--- src/rtl/pc_pkg.sv ---
`timescale 1ns/1ps
package pc_pkg;

  localparam int HIST_W = 31;

  typedef enum logic [2:0] {
    PAT_PRBS7  = 3'd0,
    PAT_PRBS15 = 3'd1,
    PAT_PRBS23 = 3'd2,
    PAT_PRBS31 = 3'd3,
    PAT_ALT2   = 3'd4,
    PAT_ALT20  = 3'd5,
    PAT_RSV6   = 3'd6,
    PAT_RSV7   = 3'd7
  } pat_e;

  typedef struct packed {
    logic [4:0] tap_a;
    logic [4:0] tap_b;
    logic       use_b;
    logic       inv;
  } rule_t;

  function automatic rule_t pat_rule(pat_e p);
    rule_t r;
    r.tap_a = 5'd7;
    r.tap_b = 5'd6;
    r.use_b = 1'b1;
    r.inv   = 1'b0;
    case (p)
      PAT_PRBS15: begin r.tap_a = 5'd15; r.tap_b = 5'd14; end
      PAT_PRBS23: begin r.tap_a = 5'd23; r.tap_b = 5'd18; end
      PAT_PRBS31: begin r.tap_a = 5'd31; r.tap_b = 5'd28; end
      PAT_ALT2:   begin r.tap_a = 5'd1;  r.tap_b = 5'd1; r.use_b = 1'b0; r.inv = 1'b1; end
      PAT_ALT20:  begin r.tap_a = 5'd10; r.tap_b = 5'd1; r.use_b = 1'b0; r.inv = 1'b1; end
      default:    begin r.tap_a = 5'd7;  r.tap_b = 5'd6; end
    endcase
    return r;
  endfunction

endpackage

--- src/rtl/pc_ref_gen.sv ---
`timescale 1ns/1ps
module pc_ref_gen
  import pc_pkg::*;
#(
  parameter int W = 16
) (
  input  logic         clk,
  input  logic         rst_n,
  input  logic         adv_i,
  input  logic         locked_i,
  input  rule_t        rule_i,
  input  logic [W-1:0] rx_i,
  output logic [W-1:0] exp_o
);

  logic [HIST_W-1:0] hist_q;
  logic [HIST_W-1:0] hist_d;

  // Walk the word in time order: predict, then shift in either the
  // received bit (hunting) or the predicted bit (locked, free-running).
  always_comb begin
    logic [HIST_W-1:0] h;
    logic              pred;
    h     = hist_q;
    exp_o = '0;
    for (int i = 0; i < W; i++) begin
      pred     = h[rule_i.tap_a - 5'd1] ^ (rule_i.use_b & h[rule_i.tap_b - 5'd1]) ^ rule_i.inv;
      exp_o[i] = pred;
      h        = {h[HIST_W-2:0], (locked_i ? pred : rx_i[i])};
    end
    hist_d = h;
  end

  always_ff @(posedge clk or negedge rst_n) begin
    if (!rst_n) hist_q <= '0;
    else if (adv_i) hist_q <= hist_d;
  end

  // while hunting, the newest history bit is the last received bit
  p_seed_from_rx_r2: assert property (@(posedge clk) disable iff (!rst_n)
    (adv_i && !locked_i) |=> hist_q[0] == $past(rx_i[W-1]));

  // no valid word, no reference movement
  p_ref_hold_r8: assert property (@(posedge clk) disable iff (!rst_n)
    !adv_i |=> $stable(hist_q));

endmodule

--- config.mk ---
export PLATFORM = sky130hd
export DESIGN_NAME = pc_ref_gen
export DESIGN_NICKNAME = d
export VERILOG_FILES = /design/src/rtl/pc_pkg.sv /design/src/rtl/pc_ref_gen.sv
export SDC_FILE = /design/constraint.sdc
export NUM_CORES = 1
export LEC_CHECK = 0
export ABC_CLOCK_PERIOD_IN_PS = 30300
export CAP_MARGIN = 20
export CORE_AREA = 5 5 130 194
export CTS_CLUSTER_DIAMETER = 30
export CTS_CLUSTER_SIZE = 12
export DETAILED_ROUTE_END_ITERATION = 8
export DIE_AREA = 0 0 135 199
export PLACE_DENSITY_LB_ADDON = 0.08
export SYNTH_ARGS = -nofsm -noshare
export SYNTH_HDL_FRONTEND = slang
export SYNTH_SLANG_ARGS = --single-unit
export TNS_END_PERCENT = 10
--- constraint.sdc ---
create_clock -name clk -period 30.3 [get_ports clk]
set_clock_uncertainty 0.05 [all_clocks]
set_input_delay 6.06 -clock clk [delete_from_list [all_inputs] [get_ports clk]]
set_output_delay 6.06 -clock clk [all_outputs]
set_load 0.02 [all_outputs]
# Word level (Yosys, flattened, before mapping)

Cells that the tools add are included.

Register bits after elaboration: 31
Bits of input ports: 32

Mux-type cells: 80
Order comparisons: 2
Bitwise logic cells: 48
Add/subtract/negate cells: 2

Operators by type and width:

| cell                  | count |
|---|---|
| $bmux W1 S5           | 32 |
| $mux W1               | 48 |
| $xor A1 B1 Y1         | 32 |
| $and A1 B1 Y1         | 16 |
| $lt A5 B6 Y1 const B  | 2 |
| $sub A5 B1 Y5 const B | 2 |

# Longest topological paths before layout

Gate-level depths: netlist (run 1).

Depth in word-level cells: 97
Gate-level depth with buffers: 59

# Worst setup path after synthesis (run 1)

Ideal clock, no wire load.

Path type: input to output
Start point: input rule_i[2] in the netlist's numbering
End point: output exp_o[15]
Arrival time: 19577 ps
Slack: 4613 ps
Cell stages on the path: 56
Cells stage by stage: buf_2 inv_2 clkbuf_1 clkbuf_1 buf_1 clkbuf_1 ha_1 buf_4 mux4_2 nor3_1 a2111oi_1 o41ai_2 a31o_2 nand2_2 o21ai_2 nand2_1 xor2_1 inv_2 [... 20 more ...] mux2i_1 mux2_2 a211oi_1 a311o_1 a21oi_4 a21boi_1 o31a_1 o31a_4 mux2i_2 o311a_1 or4_4 a21oi_2 o41ai_2 xor2_1 inv_2 nor4_1 a311oi_2 xor2_1

Cells in the longest elaborated chain, start to end: 96

Ends and longest elaborated chain:

| element                         | RTL line         | RTL |
|---|---|---|
| start: declaration              | pc_ref_gen.sv:11 | `input rule_t rule_i,` |
| $sub A5 B1 Y5 *                 | pc_ref_gen.sv:27 | `pred = h[rule_i.tap_a - 5'd1] ^ (rule_i.use_b & h[rule_i.tap_b - 5'd1]) ^ rule_i.inv;` |
| $bmux W1 S5 *                   | pc_ref_gen.sv:27 |  |
| $mux W1 (implied by the code) * | pc_ref_gen.sv:27 |  |
| $and A1 B1 Y1 *                 | pc_ref_gen.sv:27 |  |
| $xor A1 B1 Y1 * (2 in a row)    | pc_ref_gen.sv:27 |  |
| via exp_o[0]                    | pc_ref_gen.sv:13 | `output logic [W-1:0] exp_o` |
| $mux W1 *                       | pc_ref_gen.sv:29 | `h = {h[HIST_W-2:0], (locked_i ? pred : rx_i[i])};` |
| $bmux W1 S5                     | pc_ref_gen.sv:27 |  |
| [... 4 more ...]                | -                |  |
| via exp_o[1]                    | pc_ref_gen.sv:13 |  |
| [... 12 more ...]               | -                |  |
| via exp_o[3]                    | pc_ref_gen.sv:13 |  |
| [... 18 more ...]               | -                |  |
| via exp_o[6]                    | pc_ref_gen.sv:13 |  |
| [... 6 more ...]                | -                |  |
| via exp_o[7]                    | pc_ref_gen.sv:13 |  |
| [... 39 more ...]               | -                |  |
| $and A1 B1 Y1                   | pc_ref_gen.sv:27 |  |
| $xor A1 B1 Y1 * (2 in a row)    | pc_ref_gen.sv:27 |  |
| via exp_o[14]                   | pc_ref_gen.sv:13 |  |
| $mux W1 *                       | pc_ref_gen.sv:29 |  |
| $bmux W1 S5                     | pc_ref_gen.sv:27 |  |
| $mux W1 (implied by the code)   | pc_ref_gen.sv:27 |  |
| $and A1 B1 Y1                   | pc_ref_gen.sv:27 |  |
| $xor A1 B1 Y1 * (2 in a row)    | pc_ref_gen.sv:27 |  |
| end: declaration                | pc_ref_gen.sv:13 |  |

Mark *: on every way through the listed nets, which the timed path passes. The rest lies on a longest branch. The select of a mux whose other input is x is not followed.

# Final worst setup path (run 1)

Start point: input rule_i[3] in the netlist's numbering
End point: output exp_o[15]

Cells in the longest elaborated chain, start to end: 96

Ends and longest elaborated chain:

| element                       | RTL line |
|---|---|
| $sub A5 B1 Y5 *               | pc_ref_gen.sv:27 |
| $bmux W1 S5                   | pc_ref_gen.sv:27 |
| $mux W1 (implied by the code) | pc_ref_gen.sv:27 |
| $and A1 B1 Y1                 | pc_ref_gen.sv:27 |
| $xor A1 B1 Y1 (2 in a row)    | pc_ref_gen.sv:27 |
| $mux W1                       | pc_ref_gen.sv:29 |
| $bmux W1 S5                   | pc_ref_gen.sv:27 |
| $mux W1 (implied by the code) | pc_ref_gen.sv:27 |
| [... 77 more ...]             | - |
| $mux W1 (implied by the code) | pc_ref_gen.sv:27 |
| $and A1 B1 Y1                 | pc_ref_gen.sv:27 |
| $xor A1 B1 Y1 (2 in a row)    | pc_ref_gen.sv:27 |
| $mux W1                       | pc_ref_gen.sv:29 |
| $bmux W1 S5                   | pc_ref_gen.sv:27 |
| $mux W1 (implied by the code) | pc_ref_gen.sv:27 |
| $and A1 B1 Y1                 | pc_ref_gen.sv:27 |
| $xor A1 B1 Y1 * (2 in a row)  | pc_ref_gen.sv:27 |

Mark *: on every way between the ends. The rest lies on a longest branch, timed or not. The select of a mux whose other input is x is not followed.

==> insert_results.sql, run 1 <==
INSERT INTO impl_metrics (metric_group, metric, value, unit) VALUES
('status', 'result_of_the_run', 'finished clean', ''),
('power', 'p_seq_frac', '0.163', ''),
('drt', 'wl_met3', '2.96', 'mm'),
('worst_setup_path', 'timing.critical_path.slowest_cell_delay', '0.95', 'ns'),
('yosys', 'cell_area_after_synthesis', '8060', 'um2'),
('place', 'place.port_buffers', '47', ''),
('floorplanning', 'die_x', '135', 'um'),
('worst_setup_path', 'crit_required', '24.19', 'ns'),
('floorplanning', 'core_area', '23400', 'um2'),
('timing', 'slew_headroom', '0.224', ''),
('worst_setup_path', 'critical_path_most_common_cell', 'sky130_fd_sc_hd__a21oi_1', ''),
('yosys', 'post_synth_main_area_contributors', 'sky130_fd_sc_hd__dfrtp_1, sky130_fd_sc_hd__mux4_2, sky130_fd_sc_hd__mux2i_1', ''),
('final_layout', 'mostFrequentLayoutCells', 'sky130_fd_sc_hd__nand2_1, sky130_fd_sc_hd__nor2_1, sky130_fd_sc_hd__a21oi_1', ''),
('yosys', 'mappedNetlistNets', '1182', ''),
('worst_setup_path', 'cp-end-kind', 'output port', ''),
('drt', 'avgRoutedWirePerCell', '29.4', 'um'),
('final_layout', 'mostFrequentLayoutCell', 'sky130_fd_sc_hd__nand2_1', ''),
('yosys', 'synth_flop_cell', 'sky130_fd_sc_hd__dfrtp_1', ''),
('floorplanning', 'chipHeight', '199', 'um'),
('drt', 'routed-via-count', '9639', ''),
('global_routing', 'number_of_global_route_vias_before_repair', '9379', ''),
('floorplanning', 'die_area', '26900', 'um2'),
('yosys', 'postSynthCellCount', '1148', ''),
('place', 'dpl.cell_count', '1440', ''),
('final_layout', 'final_layout_size_suffix_gt1_frac', '0.146', ''),
('final_layout', 'area_delta_synth_final', '11.7', '%'),
('clock_tree', 'tritoncts', 'yes', ''),
('clock_tree', 'cts.sink_count', '31', ''),
('timing', 'timing.final.crit_share', '0.969', ''),
('worst_setup_path', 'cp.arrival', '23.25', 'ns'),
('timing', 'setup_tns', '0', 'ns'),
('timing', 'rsz0062_at_grt', 'no', ''),
('worst_setup_path', 'crit_type', 'input pin to output port', ''),
('timing', 'fin_crit', '29.36', 'ns'),
('global_routing', 'grt_start_max_net_pins', '64', ''),
('timing', 'finalHoldViolations', '0', ''),
('power', 'internal_power_component', '0.242', 'mW'),
('final_layout', 'largest-register', 'hist_q', ''),
('worst_setup_path', 'critical_path.slowest_cell', 'sky130_fd_sc_hd__o311ai_0', ''),
('floorplanning', 'num_io_pins', '48', ''),
('final_layout', 'largest_registers', 'hist_q x31', ''),
('timing', 'final_setup_vio_count', '0', ''),
('power', 'power.static_leakage', '3.34', 'nW'),
('drt', 'routed-wl-met2', '20.7', 'mm'),
('clock_tree', 'h-tree-depth', '2', ''),
('power', 'combPwrFrac', '0.728', ''),
('flow_run', 'max_cap_viol_count', '0', ''),
('yosys', 'yosys_register_bits', '31', ''),
('drt', 'drtAntennaViolNets', '0', ''),
('clock_tree', 'cts_buffers', '5', ''),
('power', 'clockPowerShare', '0.109', ''),
('yosys', 'synth-edff-count', '0', ''),
('power', 'sw_frac_of_total', '0.556', ''),
('yosys', 'yosys_warnings', '0', ''),
('worst_setup_path', 'timing.critical_path.from_type', 'input pin', ''),
('yosys', 'ys_async_sr_fraction', '1.00', ''),
('clock_tree', 'clk_path_buf_depth', '2', ''),
('clock_tree', 'clk_pin_slew', '0.05', 'ns'),
('clock_tree', 'post_cts_resize_count', '0', ''),
('worst_setup_path', 'buffering_stage_count_on_the_worst_path_with_inverters_included', '10', ''),
('clock_tree', 'clock_latency_at_the_later_pin_of_the_worst_skew_pair', '0.28', 'ns'),
('power', 'netSwitchingPower', '0.303', 'mW'),
('global_routing', 'grt_pass1_wl', '62.0', 'mm'),
('timing', 'report.final.slew_viol_count', '0', ''),
('power', 'power_density', '60.5', 'nW/um2'),
('yosys', 'post_synth_num_cell_types', '95', ''),
('floorplanning', 'num_rows', '69', ''),
('timing', 'tightestPinTransition', '1.15', 'ns'),
('drt', 'route.detailed.vias_per_inst', '6.65', ''),
('worst_setup_path', 'worst-path-max-fanout', '56', ''),
('drt', 'drt_first_iter_violations', '1031', '');
-- worst reg2reg max path: cells and delay by family (launching register included) --
family                 cells  cell delay (ns)
multiplexers               3             1.71
flip-flops                 1             0.56
AO/OA/AOI/OAI             24             7.41
buffers and inverters      6             0.99
AND/OR/NAND/NOR           11             2.70
XOR/XNOR                   7             2.68
-- cells in the mapped netlist, types with 16 or more instances --
master                     number
sky130_fd_sc_hd__a211oi_1      34
sky130_fd_sc_hd__mux2i_1       60
sky130_fd_sc_hd__mux2_2        37
sky130_fd_sc_hd__nor2b_1       16
sky130_fd_sc_hd__o21ai_0       63
sky130_fd_sc_hd__dfrtp_1       31
sky130_fd_sc_hd__inv_1         20
sky130_fd_sc_hd__clkbuf_1      81
sky130_fd_sc_hd__a31oi_1       17
sky130_fd_sc_hd__nand3_1       29
sky130_fd_sc_hd__a21oi_1      113
sky130_fd_sc_hd__nand2_1      137
sky130_fd_sc_hd__mux4_2        31
sky130_fd_sc_hd__nor2_1       135
sky130_fd_sc_hd__nor3_1        34
-- routing by layer --
layer,GRT usage,up-vias
li1,-,4320
met1,0.351,4599
met2,0.536,549
met3,0.0385,171
met4,0.217,0
met5,0,-
-- metrics by stage --
| step | worst slack [ns] | util | area (um2) | total power, mW |
|---|---|---|---|---|
| finish | 0.943 | 0.385 | 9010 | 0.545 |
| global route | 0.508 | 0.385 | 9000 | 0.570 |
| CTS | 1.39 | 0.385 | 9000 | 0.535 |
| detailed placement | 1.44 | 0.377 | 8830 | 0.474 |
| global placement | 1.58 | 0.377 | 8830 | 0.478 |
| floorplan | 4.61 | - | 8060 | 0.323 |
-- worst paths after layout --
| check | slack [ns] | startpoint | cells past startpoint | end |
|---|---|---|---|---|
| setup reg to reg | 14.10 | hist_q[17] | 51 | hist_q[0] |
| hold reg to reg | 0.53 | hist_q[30] | 1 | hist_q[30] |
| setup / recovery | 0.94 | rule_i[3] | 55 | exp_o[15] |
| min in group asynchronous | 6.14 | rst_n | 2 | hist_q[23] |
| max in group asynchronous | 23.74 | rst_n | 2 | hist_q[28] |
| hold / removal | 0.53 | hist_q[30] | 1 | hist_q[30] |
-- cell type report --
type	count	area, um2
fill	2530	14400
multi-input combinational	983	6850
sequential	31	776
timing repair buffer	82	713
tap	319	399
clock buffer	6	139
inverter	25	93.8
clock inverter	2	35.0
antenna	2	5.00
-- power groups by stage --
stage               Sequential [mW]  Clock (mW)  Combinational (mW)
floorplan                    0.0632           0               0.260
global route                 0.0888      0.0619               0.419
global placement             0.0888           0               0.389
finish                       0.0886      0.0595               0.397
CTS                          0.0874      0.0599               0.388
detailed placement           0.0883           0               0.386
-- cells by family (layout without fill, tap and decap cells) --
logic type | after synthesis | count (layout) | share of synthesized area
simple gates | 421 | 421 | 0.238
compound gates | 402 | 402 | 0.345
buf+inv | 134 | 115 | 0.0650
mux | 131 | 131 | 0.218
flops | 31 | 31 | 0.0962
xor+xnor | 27 | 27 | 0.0338
fa+ha+maj | 2 | 2 | 0.00310
other cells | 0 | 2 | 0
Note: power is estimated with default switching activity, not from simulation.
==> run 2, diff against run 1 <==
--- a/config.mk
+++ b/config.mk
@@ -8,6 +8,7 @@
 export ABC_CLOCK_PERIOD_IN_PS = 30300
 export CAP_MARGIN = 20
 export CORE_AREA = 5 5 130 194
+export CTS_BUF_LIST = sky130_fd_sc_hd__clkbuf_16
 export CTS_CLUSTER_DIAMETER = 30
 export CTS_CLUSTER_SIZE = 12
 export DETAILED_ROUTE_END_ITERATION = 8
==> insert_results.sql, run 2 (same netlist as run 1, synthesis figures left out) <==
INSERT INTO impl_metrics (metric_group, metric, value, unit) VALUES
('floorplanning', 'chipHeight', '199', 'um'),
('worst_setup_path', 'cp.arrival', '23.28', 'ns'),
('floorplanning', 'num_io_pins', '48', ''),
('drt', 'first_pass_iters', '5', ''),
('clock_tree', 'clock_latency_at_the_later_pin_of_the_worst_skew_pair', '0.28', 'ns'),
('floorplanning', 'die_x', '135', 'um'),
('worst_setup_path', 'reg2regPathDepth', '51', ''),
('floorplanning', 'initial_utilization', '0.345', ''),
('place', 'dpl-instance-area', '8830', 'um2'),
('final_layout', 'final_layout_size_suffix_gt1_frac', '0.145', ''),
('global_routing', 'grt_remaining_overflow', '0', ''),
('power', 'power_density', '60.3', 'nW/um2'),
('global_routing', 'grt_pass1_wl', '62.0', 'mm'),
('final_layout', 'largest-register', 'hist_q', ''),
('final_layout', 'largest_registers', 'hist_q x31', ''),
('timing', 'finalHoldViolations', '0', ''),
('drt', 'drt_first_iter_violations', '1057', ''),
('worst_setup_path', 'crit_path_end', 'exp_o[15]', ''),
('worst_setup_path', 'crit_type', 'input pin to output port', ''),
('timing', 'timing.final.crit_share', '0.970', ''),
('drt', 'drt_wl_total', '42.4', 'mm'),
('global_routing', 'global_routing_usage_summed_across_all_routing_layers', '0.309', ''),
('clock_tree', 'tritoncts', 'yes', ''),
('clock_tree', 'cts-hold-fix-buffers', '0', ''),
('worst_setup_path', 'crit_required', '24.19', 'ns'),
('timing', 'final_setup_vio_count', '0', ''),
('final_layout', 'layout.nets', '1162', ''),
('power', 'peakVddDrop', '0.0312', 'mV'),
('worst_setup_path', 'rr_startpoint', 'hist_q[17]', ''),
('clock_tree', 'cts_buffers', '5', ''),
('timing', 'rsz0062_at_grt', 'no', ''),
('global_routing', 'number_of_antenna_violations_at_the_first_check_in_global_routing', '1', ''),
('power', 'sw_frac_of_total', '0.558', ''),
('floorplanning', 'num_rows', '69', ''),
('power', 'combPwrFrac', '0.732', ''),
('power', 'p_seq_frac', '0.163', ''),
('timing', 'report.final.slew_viol_count', '0', ''),
('worst_setup_path', 'critical_path_most_common_cell', 'sky130_fd_sc_hd__a21oi_1', ''),
('worst_setup_path', 'rr_endpoint', 'hist_q[0]', ''),
('final_layout', 'area_delta_synth_final', '11.5', '%'),
('power', 'p_total', '0.542', 'mW'),
('final_layout', 'fillerInstances', '2531', ''),
('drt', 'remaining_drc_errors', '0', ''),
('drt', 'routed-via-count', '9600', ''),
('place', 'place.port_buffers', '47', ''),
('final_layout', 'final_design_area_no_fill', '8990', 'um2'),
('power', 'clockPowerShare', '0.105', ''),
('drt', 'drtAntennaViolNets', '0', ''),
('floorplanning', 'die_area', '26900', 'um2'),
('worst_setup_path', 'timing.critical_path.from_type', 'input pin', ''),
('status', 'result_of_the_run', 'finished clean', ''),
('worst_setup_path', 'critical_path.slowest_cell', 'sky130_fd_sc_hd__o311ai_0', ''),
('clock_tree', 'post_cts_resize_count', '0', ''),
('clock_tree', 'clk_path_buf_depth', '2', ''),
('clock_tree', 'h-tree-depth', '2', ''),
('power', 'power.static_leakage', '3.34', 'nW'),
('final_layout', 'mostFrequentLayoutCell', 'sky130_fd_sc_hd__nand2_1', ''),
('global_routing', 'grt_start_max_net_pins', '64', ''),
('worst_setup_path', 'timing.critical_path.slowest_cell_delay', '0.95', 'ns'),
('global_routing', 'number_of_global_route_vias_before_repair', '9350', ''),
('timing', 'tightestPinTransition', '1.14', 'ns'),
('timing', 'slew_headroom', '0.228', ''),
('worst_setup_path', 'worst-r2r-setup-slack', '14.11', 'ns'),
('timing', 'finalHoldWorstSlack', '0.524', 'ns'),
('clock_tree', 'cts.sink_count', '31', ''),
('clock_tree', 'cts_post_setup_buffers_inserted', '0', ''),
('final_layout', 'utilization', '0.384', ''),
('worst_setup_path', 'worst-path-max-fanout', '56', ''),
('hold_path', 'worstHoldPathType', 'flip-flop to flip-flop', ''),
('timing', 'setup_tns', '0', 'ns'),
('place', 'final_hpwl_from_detailed_placement', '32.6', 'mm'),
('drt', 'route.detailed.vias_per_inst', '6.63', ''),
('final_layout', 'mostFrequentLayoutCells', 'sky130_fd_sc_hd__nand2_1, sky130_fd_sc_hd__nor2_1, sky130_fd_sc_hd__a21oi_1', ''),
('worst_setup_path', 'crit_start', 'rule_i[3]', ''),
('timing', 'fin_crit', '29.39', 'ns'),
('drt', 'avgRoutedWirePerCell', '29.3', 'um'),
('clock_tree', 'root_buffer', 'sky130_fd_sc_hd__clkbuf_16', ''),
('floorplanning', 'core_area', '23400', 'um2'),
('power', 'netSwitchingPower', '0.303', 'mW'),
('place', 'place_congestion', '1.03', ''),
('timing', 'achievable_clock_frequency', '34.0', 'MHz'),
('final_layout', 'ant_cells', '0', ''),
('clock_tree', 'clk_pin_slew', '0.06', 'ns'),
('worst_setup_path', 'cp-end-kind', 'output port', ''),
('power', 'internal_power_component', '0.240', 'mW'),
('final_layout', 'largest_register_ffs', '31', ''),
('flow_run', 'max_cap_viol_count', '0', '');
run 2: cell count changes in the layout (fill, tap and decap cells not counted):
cell / previous run / this run
sky130_fd_sc_hd__clkbuf_8: 1 / 0
sky130_fd_sc_hd__clkinv_1: 0 / 1
sky130_fd_sc_hd__diode_2: 2 / 0
run 2: worst min path at each step:
stage,from,end,slack [ns],depth (start not counted)
2_1_floorplan,hist_q[30],hist_q[30],0.45,1
5_1_grt,hist_q[30],hist_q[30],0.55,1
6_report,hist_q[30],hist_q[30],0.52,1
4_1_cts,hist_q[30],hist_q[30],0.53,1
3_3_place_gp,hist_q[30],hist_q[30],0.51,1
3_5_place_dp,hist_q[30],hist_q[30],0.52,1
run 2: layout make-up:
cell class              instances  area, um2  share of cell area
clock buffers                   5        125              0.0139
inverters                      25       93.8              0.0104
well taps                     319        399              0.0444
repair buffers                 82        713              0.0793
flip-flops and latches         31        776              0.0863
clock inverters                 3       38.8             0.00431
multi-input cells             983       6850               0.761
run 2: per-layer routing:
metal	vias up	track usage	routed length, um
li1	4324	-	-
met4	0	0.219	3590
met1	4592	0.354	15500
met5	-	0	0
met2	510	0.532	20600
met3	174	0.0362	2790
run 2: per-stage QoR:
step / setup slack [ns] / instances
2_1_floorplan: 4.61 / 1148
5_1_grt: 0.491 / 1448
6_report: 0.906 / 1448
4_1_cts: 1.39 / 1448
3_3_place_gp: 1.58 / 1440
3_5_place_dp: 1.44 / 1440
run 2: worst max-delay path, delay by kind of cell:
kind / cells / cell delay, ns
multiplexers: 5 / 2.20
AND/OR/NAND/NOR: 10 / 2.68
buffers and inverters: 10 / 2.73
XOR/XNOR: 7 / 2.63
AO/OA/AOI/OAI: 22 / 6.21
adder cells (fa/ha/maj): 1 / 0.72
run 2: power by group through the flow:
stage / Sequential (mW) / Combinational [mW] / Clock (mW)
after global placement: 0.0888 / 0.389 / 0
after floorplan: 0.0632 / 0.260 / 0
after global routing: 0.0888 / 0.419 / 0.0593
after CTS: 0.0874 / 0.388 / 0.0573
after detailed placement: 0.0883 / 0.386 / 0
final: 0.0884 / 0.397 / 0.0569
